<file path="config.mk">
export PLATFORM = sky130hd
export DESIGN_NAME = pwm_capture_pair
export DESIGN_NICKNAME = d
export VERILOG_FILES = /design/src/rtl/pwm_capture_pair.sv
export SDC_FILE = /design/constraint.sdc
export NUM_CORES = 1
export LEC_CHECK = 0
export CAP_MARGIN = 20
export CELL_PAD_IN_SITES_DETAIL_PLACEMENT = 1
export CELL_PAD_IN_SITES_GLOBAL_PLACEMENT = 1
export CORE_ASPECT_RATIO = 0.7
export CORE_MARGIN = 2
export CORE_UTILIZATION = 53
export CTS_BUF_LIST = sky130_fd_sc_hd__clkbuf_4 sky130_fd_sc_hd__clkbuf_8 sky130_fd_sc_hd__clkbuf_16
export DETAILED_ROUTE_END_ITERATION = 8
export DONT_BUFFER_PORTS = 1
export GPL_TIMING_DRIVEN = 0
export PLACE_DENSITY = 0.81
export SLEW_MARGIN = 10
export SYNTH_ARGS = -nofsm -noshare
export SYNTH_HDL_FRONTEND = slang
export SYNTH_SLANG_ARGS = --single-unit
</file>
<file path="constraint.sdc">
create_clock -name clk -period 3.35 [get_ports clk]
set_input_delay 0.335 -clock clk [delete_from_list [all_inputs] [get_ports clk]]
set_output_delay 0.335 -clock clk [all_outputs]
set_load 0.005 [all_outputs]
</file>
<file path="src/rtl/pwm_capture_pair.sv">
module pwm_capture_pair #(
  parameter int CNT_W = 16,
  parameter int SYNC_STAGES = 2
) (
  input  logic             clk,
  input  logic             rst_n,
  input  logic             cnt_en,
  input  logic [CNT_W-1:0] cnt_val,
  input  logic             pin_a,
  input  logic             pin_b,
  input  logic             src_sel,
  input  logic [1:0]       pol,
  input  logic [1:0]       cap_en,
  input  logic [1:0]       icpsc,
  input  logic             rd_ack,
  output logic [CNT_W-1:0] cap0,
  output logic [CNT_W-1:0] cap1,
  output logic             cap_evt,
  output logic [1:0]       ovf
);

  localparam int PSC_W = 3;

  logic [SYNC_STAGES-1:0] sync_a, sync_b;
  logic [1:0]             last_q;
  logic [1:0]             cur;
  logic                   src_now, src_last;
  logic                   rise, fall;
  logic [PSC_W-1:0]       limit;

  always_ff @(posedge clk or negedge rst_n)
    if (!rst_n) begin
      sync_a <= '0;
      sync_b <= '0;
      last_q <= '0;
    end else begin
      sync_a <= {sync_a[SYNC_STAGES-2:0], pin_a};
      sync_b <= {sync_b[SYNC_STAGES-2:0], pin_b};
      last_q <= cur;
    end

  assign cur      = {sync_b[SYNC_STAGES-1], sync_a[SYNC_STAGES-1]};
  assign src_now  = cur[src_sel];
  assign src_last = last_q[src_sel];
  assign rise     = src_now & ~src_last;
  assign fall     = ~src_now & src_last;
  assign limit    = PSC_W'((1 << icpsc) - 1);

  logic [CNT_W-1:0] cap_q [2];
  logic [1:0]       take, pend;

  for (genvar u = 0; u < 2; u++) begin : g_unit
    logic             armed, edge_ok;
    logic [PSC_W-1:0] psc_q;

    assign armed   = cnt_en & cap_en[u];
    assign edge_ok = armed & (pol[u] ? fall : rise);
    assign take[u] = edge_ok & (psc_q >= limit);

    always_ff @(posedge clk or negedge rst_n)
      if (!rst_n) begin
        psc_q    <= '0;
        cap_q[u] <= '0;
        pend[u]  <= 1'b0;
        ovf[u]   <= 1'b0;
      end else begin
        if (!armed)       psc_q <= '0;
        else if (take[u]) psc_q <= '0;
        else if (edge_ok) psc_q <= psc_q + 1'b1;
        if (take[u]) cap_q[u] <= cnt_val;
        pend[u] <= take[u] | (pend[u] & ~rd_ack);
        ovf[u]  <= (ovf[u] & ~rd_ack) | (take[u] & pend[u] & ~rd_ack);
      end

    AST_OVF_STICKY: assert property (@(posedge clk) disable iff (!rst_n)
      ovf[u] && !rd_ack |=> ovf[u]);
    AST_ACK_NO_OVF: assert property (@(posedge clk) disable iff (!rst_n)
      rd_ack |=> !ovf[u]);
  end

  always_ff @(posedge clk or negedge rst_n)
    if (!rst_n) cap_evt <= 1'b0;
    else        cap_evt <= take[0];

  assign cap0 = cap_q[0];
  assign cap1 = cap_q[1];

  AST_GATE_EVT: assert property (@(posedge clk) disable iff (!rst_n)
    !(cnt_en && cap_en[0]) |=> !cap_evt);
  AST_CAP0_HOLD: assert property (@(posedge clk) disable iff (!rst_n)
    !cap_evt |-> $stable(cap0));
  AST_CAP1_GATE: assert property (@(posedge clk) disable iff (!rst_n)
    !(cnt_en && cap_en[1]) |=> $stable(cap1));

endmodule

</file>
==> impl_metrics.ini, run 1 <==
[clock_network]
clk-insertion-delay-late_ns = 0.30
cts_setup_buffers = 0
cts_sinks = 49
cts_hold_buffers = 2
cts_max_level = 2
cts-root-buf = clkbuf_8
clk_path_buf_depth = 2
cts_tree = yes
cts.clk_slew.worst_paths_ns = 0.09
cts_buffers = 5
cts-resized-gates = 0

[sta]
final.setup_skew_ns = 0.00667
tns_ns = 0
drv_slew = 0
post-route-min-period_ns = 2.37
layout_setup_ws_ns = 0.976
setup_violations = 0
relSlewSlack_pct = 62.2
period_share_pct = 70.9
rsz0062_at_grt = false
worstMarginPinSlew_ns = 0.566
final-hold-violation-count = 0
fmax_ghz = 0.421

[floorplanning]
io_pins = 64
start_util_pct = 54.6
die_h_um = 57.0
rows = 19
die_area_um2 = 4550
core_um2 = 3900
dieWidth_um = 79.8

[placement]
dp_slack_ns = 0.784
io_buffers = 0
dp_hpwl_mm = 3.12
gp_congestion = 0.679
placed_cell_area_um2 = 2190

[global_route]
grt_overflow_total = 0
antenna_found_initial = 0
grt_use_total_pct = 19.8
grt_max_degree = 50
grt_first_pass_wirelength_mm = 6.73
grt_pass1_vias = 1359

[detailed_routing]
drt-total-wl_mm = 4.19
dr_total_vias = 1234
drt_iter0_markers = 34
drcViolationCount = 0
first_pass_iters = 4
routed_via_density = 5.77
post_drt_wl_per_cell_um = 19.6
route.antenna.remaining_nets = 0

[logic_synthesis]
synth_top_cell_by_area = dfrtp_1
yosys_warnings = 0
syn-cell-area_um2 = 2130
synth.top_cell.area_share_pct = 57.6
avgSynthCellArea_um2 = 14.0
synth_fp_nets = 187
seq_area_frac_synth_pct = 57.6
synth-seq-cells = 49
synth.area.top_cells = dfrtp_1 58%, mux2_2 13%, mux2_4 5.6%, ha_1 3.5%, nand2_1 1.6%
yosysUniqueCellTypes = 30
syn_inst = 152

[setup_path]
worstRegToRegCells = 8
path_max_fanout = 10
worstSetupPathType = reg2reg
r2r_slack_ns = 0.98
critPathRequiredTime_ns = 3.54
startpoint_type = flop
r2r_end = cap1[13]
endpoint_kind = flop
r2r_start = g_unit[1].psc_q[0]
arrival_ns = 2.56

[min_path]
min_to = sync_b[0]
hold_class = in2reg
hp-start = pin_b
hold_depth = 0

[cells_and_area]
synthToLayoutAreaGrowth_pct = 9.05
fill_cells = 392
num_antenna_cells = 0
nets = 196
post-route-util_pct = 59.6
final_cell_area_um2 = 2320
drive_gt1_share_pct = 30.2

[power]
powerDensity_nw_per_um2 = 581
p_leak_nw = 1.09
peakVddDrop_v = 0.000379

[run]
maxCapViolCount = 0

[status]
status = completed
-- registers in the layout, summed over array words and instances (netlist names) --
register,flops
sync_b,2
last_q,2
pend,2
g_unit.psc_q,6
sync_a,2
cap1,16
ovf,2
cap0,16
cap_evt,1
-- through the flow --
step,hold slack [ns],cells,total power [mW]
6_report,0.0542,214,1.35
5_1_grt,0.0275,214,1.43
4_1_cts,0.0432,214,1.37
3_5_place_dp,0.0401,204,1.00
3_3_place_gp,0.0403,204,0.978
2_1_floorplan,0.0394,152,0.943
-- power breakdown --
part	internal (mW)	switching (mW)	leakage, nW
Sequential	0.711	0.0991	0.627
Clock	0.148	0.198	0.0445
Combinational	0.122	0.0719	0.419
Total	0.981	0.368	1.09
-- area by class of cell --
| type | count | area (um2) | area share (%) |
|---|---|---|---|
| Clock buffer | 5 | 68.8 | 2.96 |
| Tap cell | 52 | 65.1 | 2.80 |
| Sequential cell | 49 | 1230 | 52.8 |
| Buffer | 4 | 41.3 | 1.78 |
| Multi-Input combinational cell | 93 | 840 | 36.2 |
| Inverter | 6 | 22.5 | 0.970 |
| Clock inverter | 3 | 21.3 | 0.916 |
| Timing Repair Buffer | 2 | 37.5 | 1.62 |
-- layer usage --
metal | vias to the layer above | wire length [um] | global-route usage (%) | share of wire, %
li1 | 556 | - | - | -
met1 | 630 | 1710 | 23.4 | 41
met2 | 43 | 2120 | 34.1 | 51
met3 | 5 | 332 | 8.23 | 7.9
met4 | 0 | 29 | 4.36 | 0.69
met5 | - | 0 | 0 | 0
-- synthesized netlist by cell type --
master / number
clkbuf_2: 1
a221oi_1: 2
or3_1: 2
or4b_1: 2
mux2_4: 8
buf_6: 1
o31a_1: 2
nor2b_1: 2
inv_1: 6
nor2_1: 4
nor4_1: 2
o211a_1: 2
o21ai_0: 2
or2_0: 1
mux2_2: 24
ha_1: 6
nand2b_1: 4
nand3b_1: 4
buf_2: 1
or2_1: 1
nor3_4: 2
a21oi_1: 4
maj3_1: 2
a21o_1: 4
nand2b_4: 1
buf_12: 1
a31oi_1: 2
nand2_1: 9
or2_2: 1
dfrtp_1: 49
-- cell families (layout without fill, tap and decap cells) --
group	after synthesis	after routing	synth area share (%)
adders and majority gates	8	8	4.47
and+or+nand+nor	35	35	10.6
muxes	32	32	18.3
DFF	49	49	57.6
buffers and inverters	10	20	3.00
AOI/OAI and AO/OA	18	18	5.99
-- worst max-delay path, stage by stage, from the launching register on --
cell and delay, ns:
dfrtp_1 0.42, inv_1 0.06, ha_1 0.28, nand2b_1 0.15, maj3_1 0.39, a21oi_1 0.35
nor3_4 0.15, buf_6 0.18, mux2_2 0.28
-- worst max path at each step --
stage	from	endpoint	slack [ns]	depth (start not counted)
3_3_place_gp	icpsc[1]	cap0[8]	0.85	8
6_report	g_unit[1].psc_q[0]	cap1[13]	0.98	8
3_5_place_dp	icpsc[1]	cap0[7]	0.78	8
5_1_grt	g_unit[0].psc_q[0]	cap0[9]	0.84	8
2_1_floorplan	icpsc[1]	cap0[10]	0.96	8
4_1_cts	g_unit[1].psc_q[0]	cap1[13]	0.97	8
-- cells in the final DEF, fill, tap and decap left out, types with 2 or more instances in the layout --
cell / instances
nor2_1: 4
maj3_1: 2
clkbuf_8: 5
nand3b_1: 4
o21ai_0: 2
a31oi_1: 2
o31a_1: 2
nor2b_1: 2
dfrtp_1: 49
o211a_1: 2
a221oi_1: 2
nor4_1: 2
or4b_1: 2
a21o_1: 4
nand2b_1: 4
nand2_1: 9
mux2_4: 8
inv_1: 6
mux2_2: 24
ha_1: 6
nor3_4: 2
a21oi_1: 4
or3_1: 2
Note: power is estimated with default switching activity, not from simulation.
==> run 2: changes to the inputs <==
- ABC_AREA: not set -> 1
- CORE_UTILIZATION: 53 -> 41
- PLACE_DENSITY: 0.81 -> 0.72
- clock period: 3.35 -> 1.92 ns (I/O delays scaled with it)
==> run 2 against run 1 <==
  * Via count up 44%
  * Largest power group unchanged
  * Critical path depth rose by 1
  * Worst setup slack worse by 0.73 ns
  * Highest routed layer unchanged
  * Count of clock-buffer cells in the layout is the same
  * Flip-flop and latch count is the same
  * Die area rose by 35%
  * Clock skew fell by 0.0011 ns
  * Clock power increased by 110%
  * Design area rose by 8.9%
  * Register-to-register slack worse by 0.73 ns
  * Routed wire length rose by 39%
  * Cell count increased by 63%
==> impl_metrics.ini, run 2 <==
[status]
status = completed

[power]
peakVddDrop_v = 0.000378
powerDensity_nw_per_um2 = 892
p_leak_nw = 1.40

[floorplanning]
rows = 22
io_pins = 64
start_util_pct = 42.9
core_um2 = 5290
die_h_um = 66.2
dieWidth_um = 92.9
die_area_um2 = 6150

[setup_path]
path_max_fanout = 10
slowest_stage = dfrtp_1
critPathRequiredTime_ns = 2.10
critical-path-top-delay-family = simple AND/OR/NAND/NOR gates
endpoint_kind = flop
cp_common_cell = nand2_1
r2r_slack_ns = 0.25
startpoint_type = flop
arrival_ns = 1.85
worstSetupPathType = reg2reg
path_depth = 9
cp_slowest_stage_delay_ns = 0.43
worstPathCellList = ha_1, inv_1, nor2_1, nand2_1, nand2_1, nand3_4, buf_6, nand2_1, nand2_1
timing.critical_path.buf_inv = 2
worstRegToRegCells = 9

[clock_network]
clk-insertion-delay-late_ns = 0.30
cts_setup_buffers = 0
cts_max_level = 2
cts_hold_buffers = 5
clk_path_buf_depth = 2
cts-root-buf = clkbuf_8
cts.clk_slew.worst_paths_ns = 0.09
cts_tree = yes
cts_sinks = 49
cts-resized-gates = 0
cts_buffers = 5

[sta]
final-hold-violation-count = 0
post-route-min-period_ns = 1.67
period_share_pct = 86.9
relSlewSlack_pct = 70.3
rsz0062_at_grt = false
worstMarginPinSlew_ns = 0.445
tns_ns = 0
drv_slew = 0
fmax_ghz = 0.599
final.setup_skew_ns = 0.00561
setup_violations = 0

[global_route]
grt_first_pass_wirelength_mm = 9.47
grt_max_degree = 50
grt_use_total_pct = 20.3
grt_overflow_total = 0
grt_pass1_vias = 1806
antenna_found_initial = 0

[cells_and_area]
fill_cells = 648
mostFrequentLayoutCells = 103 x nand2_1, 49 x dfrtp_1, 34 x nand4_1, 23 x inv_1, 16 x nor2_1
layout_commonest_cell = nand2_1
synthToLayoutAreaGrowth_pct = 11.5
nets = 312
num_antenna_cells = 0
drive_gt1_share_pct = 8.66
post-route-util_pct = 47.8

[detailed_routing]
wl_met1_mm = 2.89
drt-total-wl_mm = 5.84
post_drt_wl_per_cell_um = 16.7
first_pass_iters = 4
route.antenna.remaining_nets = 0
dr_total_vias = 1781
routed-wl-met2_mm = 2.45
routed_via_density = 5.10
highest-signal-layer = met4
drt_iter0_markers = 68
wl_met3_um = 471
drcViolationCount = 0

[logic_synthesis]
synth.area.top_cells = dfrtp_1 54%, nand2_1 17%, nand4_1 9.4%, inv_1 3.8%, ha_1 3.3%
async_flop_share_pct = 100
syn_inst = 265
yosys_warnings = 0
synth_top_cell_by_area = dfrtp_1
synth_most_common_cell = nand2_1
synth_common_cells = 103 x nand2_1, 49 x dfrtp_1, 34 x nand4_1, 23 x inv_1, 16 x nor2_1
syn-cell-area_um2 = 2270
synth-edff-count = 0
yosysUniqueCellTypes = 17
synth-seq-cells = 49
synth-main-ff-cell = dfrtp_1
seq_area_frac_synth_pct = 54.1
synth.top_cell.area_share_pct = 54.1
synth_fp_nets = 300
avgSynthCellArea_um2 = 8.56

[placement]
gp_congestion = 0.726
io_buffers = 0
dp_hpwl_mm = 4.45

[min_path]
hold_depth = 2
hold_class = in2reg

[run]
maxCapViolCount = 0
## run 2: changes by cell type after synthesis, sizes merged, moves of 4 or more
cell	delta
a21o	-4
a21oi	-4
buf	+11
inv	+18
mux2	-32
nand2	+96
nand2b	-5
nand3	+12
nand3b	-4
nand4	+34
nor2	+12
## run 2: kinds of logic after synthesis
logic type / share of synthesized area [%]
XOR/XNOR: 0.773
AND/OR/NAND/NOR: 33.7
adder cells (fa/ha/maj): 3.31
buffers and inverters: 7.73
AO/OA/AOI/OAI: 0.442
flip-flops: 54.1
## run 2: path summary, 6_finish.rpt
path | endpoint | from
max | cap0[13] | g_unit[0].psc_q[2]
min | cap1[6] | cnt_val[6]
max in group asynchronous | cap1[1] | rst_n
min reg2reg | sync_b[1] | sync_b[0]
min in group asynchronous | ovf[0] | rst_n
max reg2reg | cap0[13] | g_unit[0].psc_q[2]
## run 2: per-layer routing
| metal | global-route usage, % | vias to the layer above |
|---|---|---|
| li1 | - | 877 |
| met1 | 29.4 | 853 |
| met2 | 29.9 | 47 |
| met3 | 7.07 | 4 |
| met4 | 3.31 | 0 |
| met5 | 0 | - |
## run 2: where the power goes
group	internal, mW	switching (mW)
combinational	0.0946	0.175
clock	0.379	0.334
sequential	1.16	0.108
## run 2: final cells by class
| cell class | instances | area, um2 | area share, % |
|---|---|---|---|
| Buffer | 14 | 85.1 | 3.36 |
| Clock buffer | 5 | 68.8 | 2.72 |
| Clock inverter | 2 | 35.0 | 1.39 |
| Inverter | 24 | 90.1 | 3.56 |
| Multi-Input combinational cell | 178 | 866 | 34.2 |
| Sequential cell | 49 | 1230 | 48.5 |
| Tap cell | 72 | 90.1 | 3.56 |
| Timing Repair Buffer | 5 | 67.6 | 2.67 |
## run 2: metrics by stage
stage	cell area (um2)	power [mW]	instances	setup slack, ns	hold slack (ns)
2_1_floorplan	2270	1.45	265	0.433	-0.104
3_3_place_gp	2360	1.51	337	0.256	-0.103
3_5_place_dp	2360	1.53	337	0.213	-0.103
4_1_cts	2530	2.28	349	0.251	0.0299
5_1_grt	2530	2.38	349	0.0809	0.0369
6_report	2530	2.25	349	0.251	0.0397
==> run 3: changes to the inputs <==
- CAP_MARGIN: 20 -> not set
- CORE_ASPECT_RATIO: 0.7 -> not set
- CORE_UTILIZATION: 41 -> 43
- CTS_BUF_LIST: sky130_fd_sc_hd__clkbuf_4 sky130_fd_sc_hd__clkbuf_8 sky130_fd_sc_hd__clkbuf_16 -> sky130_fd_sc_hd__clkbuf_8
- PLACE_DENSITY: 0.72 -> 0.75
==> run 3 against run 2 <==
  * Power is 4.1% lower
  * Cell count shrank 0.57%
  * Largest power group unchanged
  * Die area is 4.6% lower
  * Combinational power about the same
  * Non-clock buffer count stayed put
  * Worst hold slack got worse by 0.0027 ns
  * Core utilization grew 1.3 points
  * Design area shrank 0.64%
  * Maximum frequency grew 0.47%
  * Routed wire length fell by 7.8%
  * Sequential share of layout area up 0.31 points
  * Count of clock-buffer cells in the layout up 1
  * Largest cell class unchanged
==> impl_metrics.ini, run 3 (same netlist as run 2, synthesis figures left out) <==
[power]
p_sw_mw = 0.618
combinationalPowerShare_pct = 12.4
peakVddDrop_v = 0.000477
p_clk_share_pct = 28.8
total_power_mw = 2.16
p_leak_nw = 1.39
powerDensity_nw_per_um2 = 860
swShare_pct = 28.6
p_seq_share_pct = 58.8
intPower_mw = 1.54

[detailed_routing]
post_drt_wl_per_cell_um = 15.5
dr_total_vias = 1788
drcViolationCount = 0
drt_iter0_markers = 42
first_pass_iters = 4
route.antenna.remaining_nets = 0
drt-total-wl_mm = 5.38
routed_via_density = 5.15

[global_route]
grt_pass1_vias = 1908
grt_max_degree = 50
antenna_found_initial = 0
grt-busiest-layer = met2
grt_util_met1_pct = 25.0
grtUsageMet2_pct = 33.6
grt_use_total_pct = 20.1
grt_overflow_total = 0
grt_first_pass_wirelength_mm = 9.37
grt_use_met3_pct = 6.52

[min_path]
hold_depth = 2
min_to = cap1[14]
hold_class = in2reg
hp-start = cnt_val[14]

[floorplanning]
rows = 26
start_util_pct = 44.4
core_um2 = 5110
io_pins = 64
die_area_um2 = 5870
dieWidth_um = 76.6
die_h_um = 76.6

[setup_path]
cp_common_cell = nand2_1
startpoint_type = flop
cp-startpoint = g_unit[0].psc_q[0]
timing.critical_path.buf_inv = 2
r2r_end = g_unit[0].psc_q[1]
critPathRequiredTime_ns = 2.16
worstSetupPathType = reg2reg
worstPathCellList = inv_1, ha_1, nor2_1, nand2_1, nand2_1, nand2_1, buf_2, nor2_1, nand3_1, nand2_1
critical-path-top-delay-family = simple AND/OR/NAND/NOR gates
arrival_ns = 1.90
r2r_slack_ns = 0.26
r2r_start = g_unit[0].psc_q[0]
slowest_stage = dfrtp_1
cp_slowest_stage_delay_ns = 0.42
endpoint_kind = flop
path_max_fanout = 10
worstRegToRegCells = 10

[sta]
tns_ns = 0
final.setup_skew_ns = 0.00496
period_share_pct = 86.5
relSlewSlack_pct = 65.2
rsz0062_at_grt = false
worstMarginPinSlew_ns = 0.522
drv_slew = 0
setup_violations = 0
fmax_ghz = 0.602
layout_setup_ws_ns = 0.258
final-hold-violation-count = 0
post-route-min-period_ns = 1.66

[cells_and_area]
fill_cells = 624
layout_commonest_cell = nand2_1
mostFrequentLayoutCells = 103 x nand2_1, 49 x dfrtp_1, 34 x nand4_1, 23 x inv_1, 16 x nor2_1
post-route-util_pct = 49.2
synthToLayoutAreaGrowth_pct = 10.8
nets = 312
layout.cells.non_filler = 347
drive_gt1_share_pct = 8.66
num_antenna_cells = 0

[clock_network]
cts_max_level = 2
cts.clk_slew.worst_paths_ns = 0.09
cts_tree = yes
clk-insertion-delay-late_ns = 0.30
cts-root-buf = clkbuf_8
cts_setup_buffers = 0
cts_sinks = 49
clk_path_buf_depth = 2
cts-resized-gates = 0
cts_buffers = 5

[placement]
dp_slack_ns = 0.224
gp_congestion = 0.764
dp.cells = 335
io_buffers = 0
dp_hpwl_mm = 4.02

[status]
status = completed

[run]
maxCapViolCount = 0
[run 3: cell count changes in the layout (fill, tap and decap cells not counted)]
cell        before  now
clkbuf_8         5    6
clkinv_2         1    0
clkinvlp_4       0    1
bufinv_16        1    0
[run 3: metrics by stage]
step	hold WS, ns	area, um2
2_1_floorplan	-0.104	2270
3_3_place_gp	-0.103	2350
3_5_place_dp	-0.102	2350
4_1_cts	0.0315	2510
5_1_grt	0.0345	2510
6_report	0.0370	2510
[run 3: layout make-up]
class,count,area (um2),area share [%]
Sequential cell,49,1230,48.8
Inverter,24,90.1,3.59
Tap cell,70,87.6,3.49
Clock buffer,6,82.6,3.29
Clock inverter,1,7.51,0.299
Timing Repair Buffer,5,67.6,2.69
Multi-Input combinational cell,178,866,34.5
Buffer,14,85.1,3.39
[run 3: worst max path at each step]
stage	end	cells after the start
floorplan	pend[0]	9
global route	g_unit[0].psc_q[1]	10
detailed placement	g_unit[0].psc_q[2]	10
global placement	pend[1]	9
CTS	g_unit[0].psc_q[1]	10
finish	g_unit[0].psc_q[1]	10
[run 3: power by group through the flow]
stage / logic, mW / registers, mW / clock network [mW]
after CTS: 0.276 / 1.27 / 0.642
final: 0.268 / 1.27 / 0.623
after detailed placement: 0.239 / 1.29 / 0
after global routing: 0.319 / 1.29 / 0.680
after global placement: 0.227 / 1.29 / 0
after floorplan: 0.190 / 1.26 / 0
[run 3: repair_timing]
item / 4_1_cts / 5_1_grt
setup endpoints to repair: 0 / 0
hold buffers: 5 / 0
endpoints found under the hold margin: 53 / 0
[run 3: per-layer routing]
layer / vias to the layer above / part of all wire (%)
li1: 878 / -
met1: 855 / 42
met2: 48 / 49
met3: 7 / 7.5
met4: 0 / 1.2
met5: - / 0
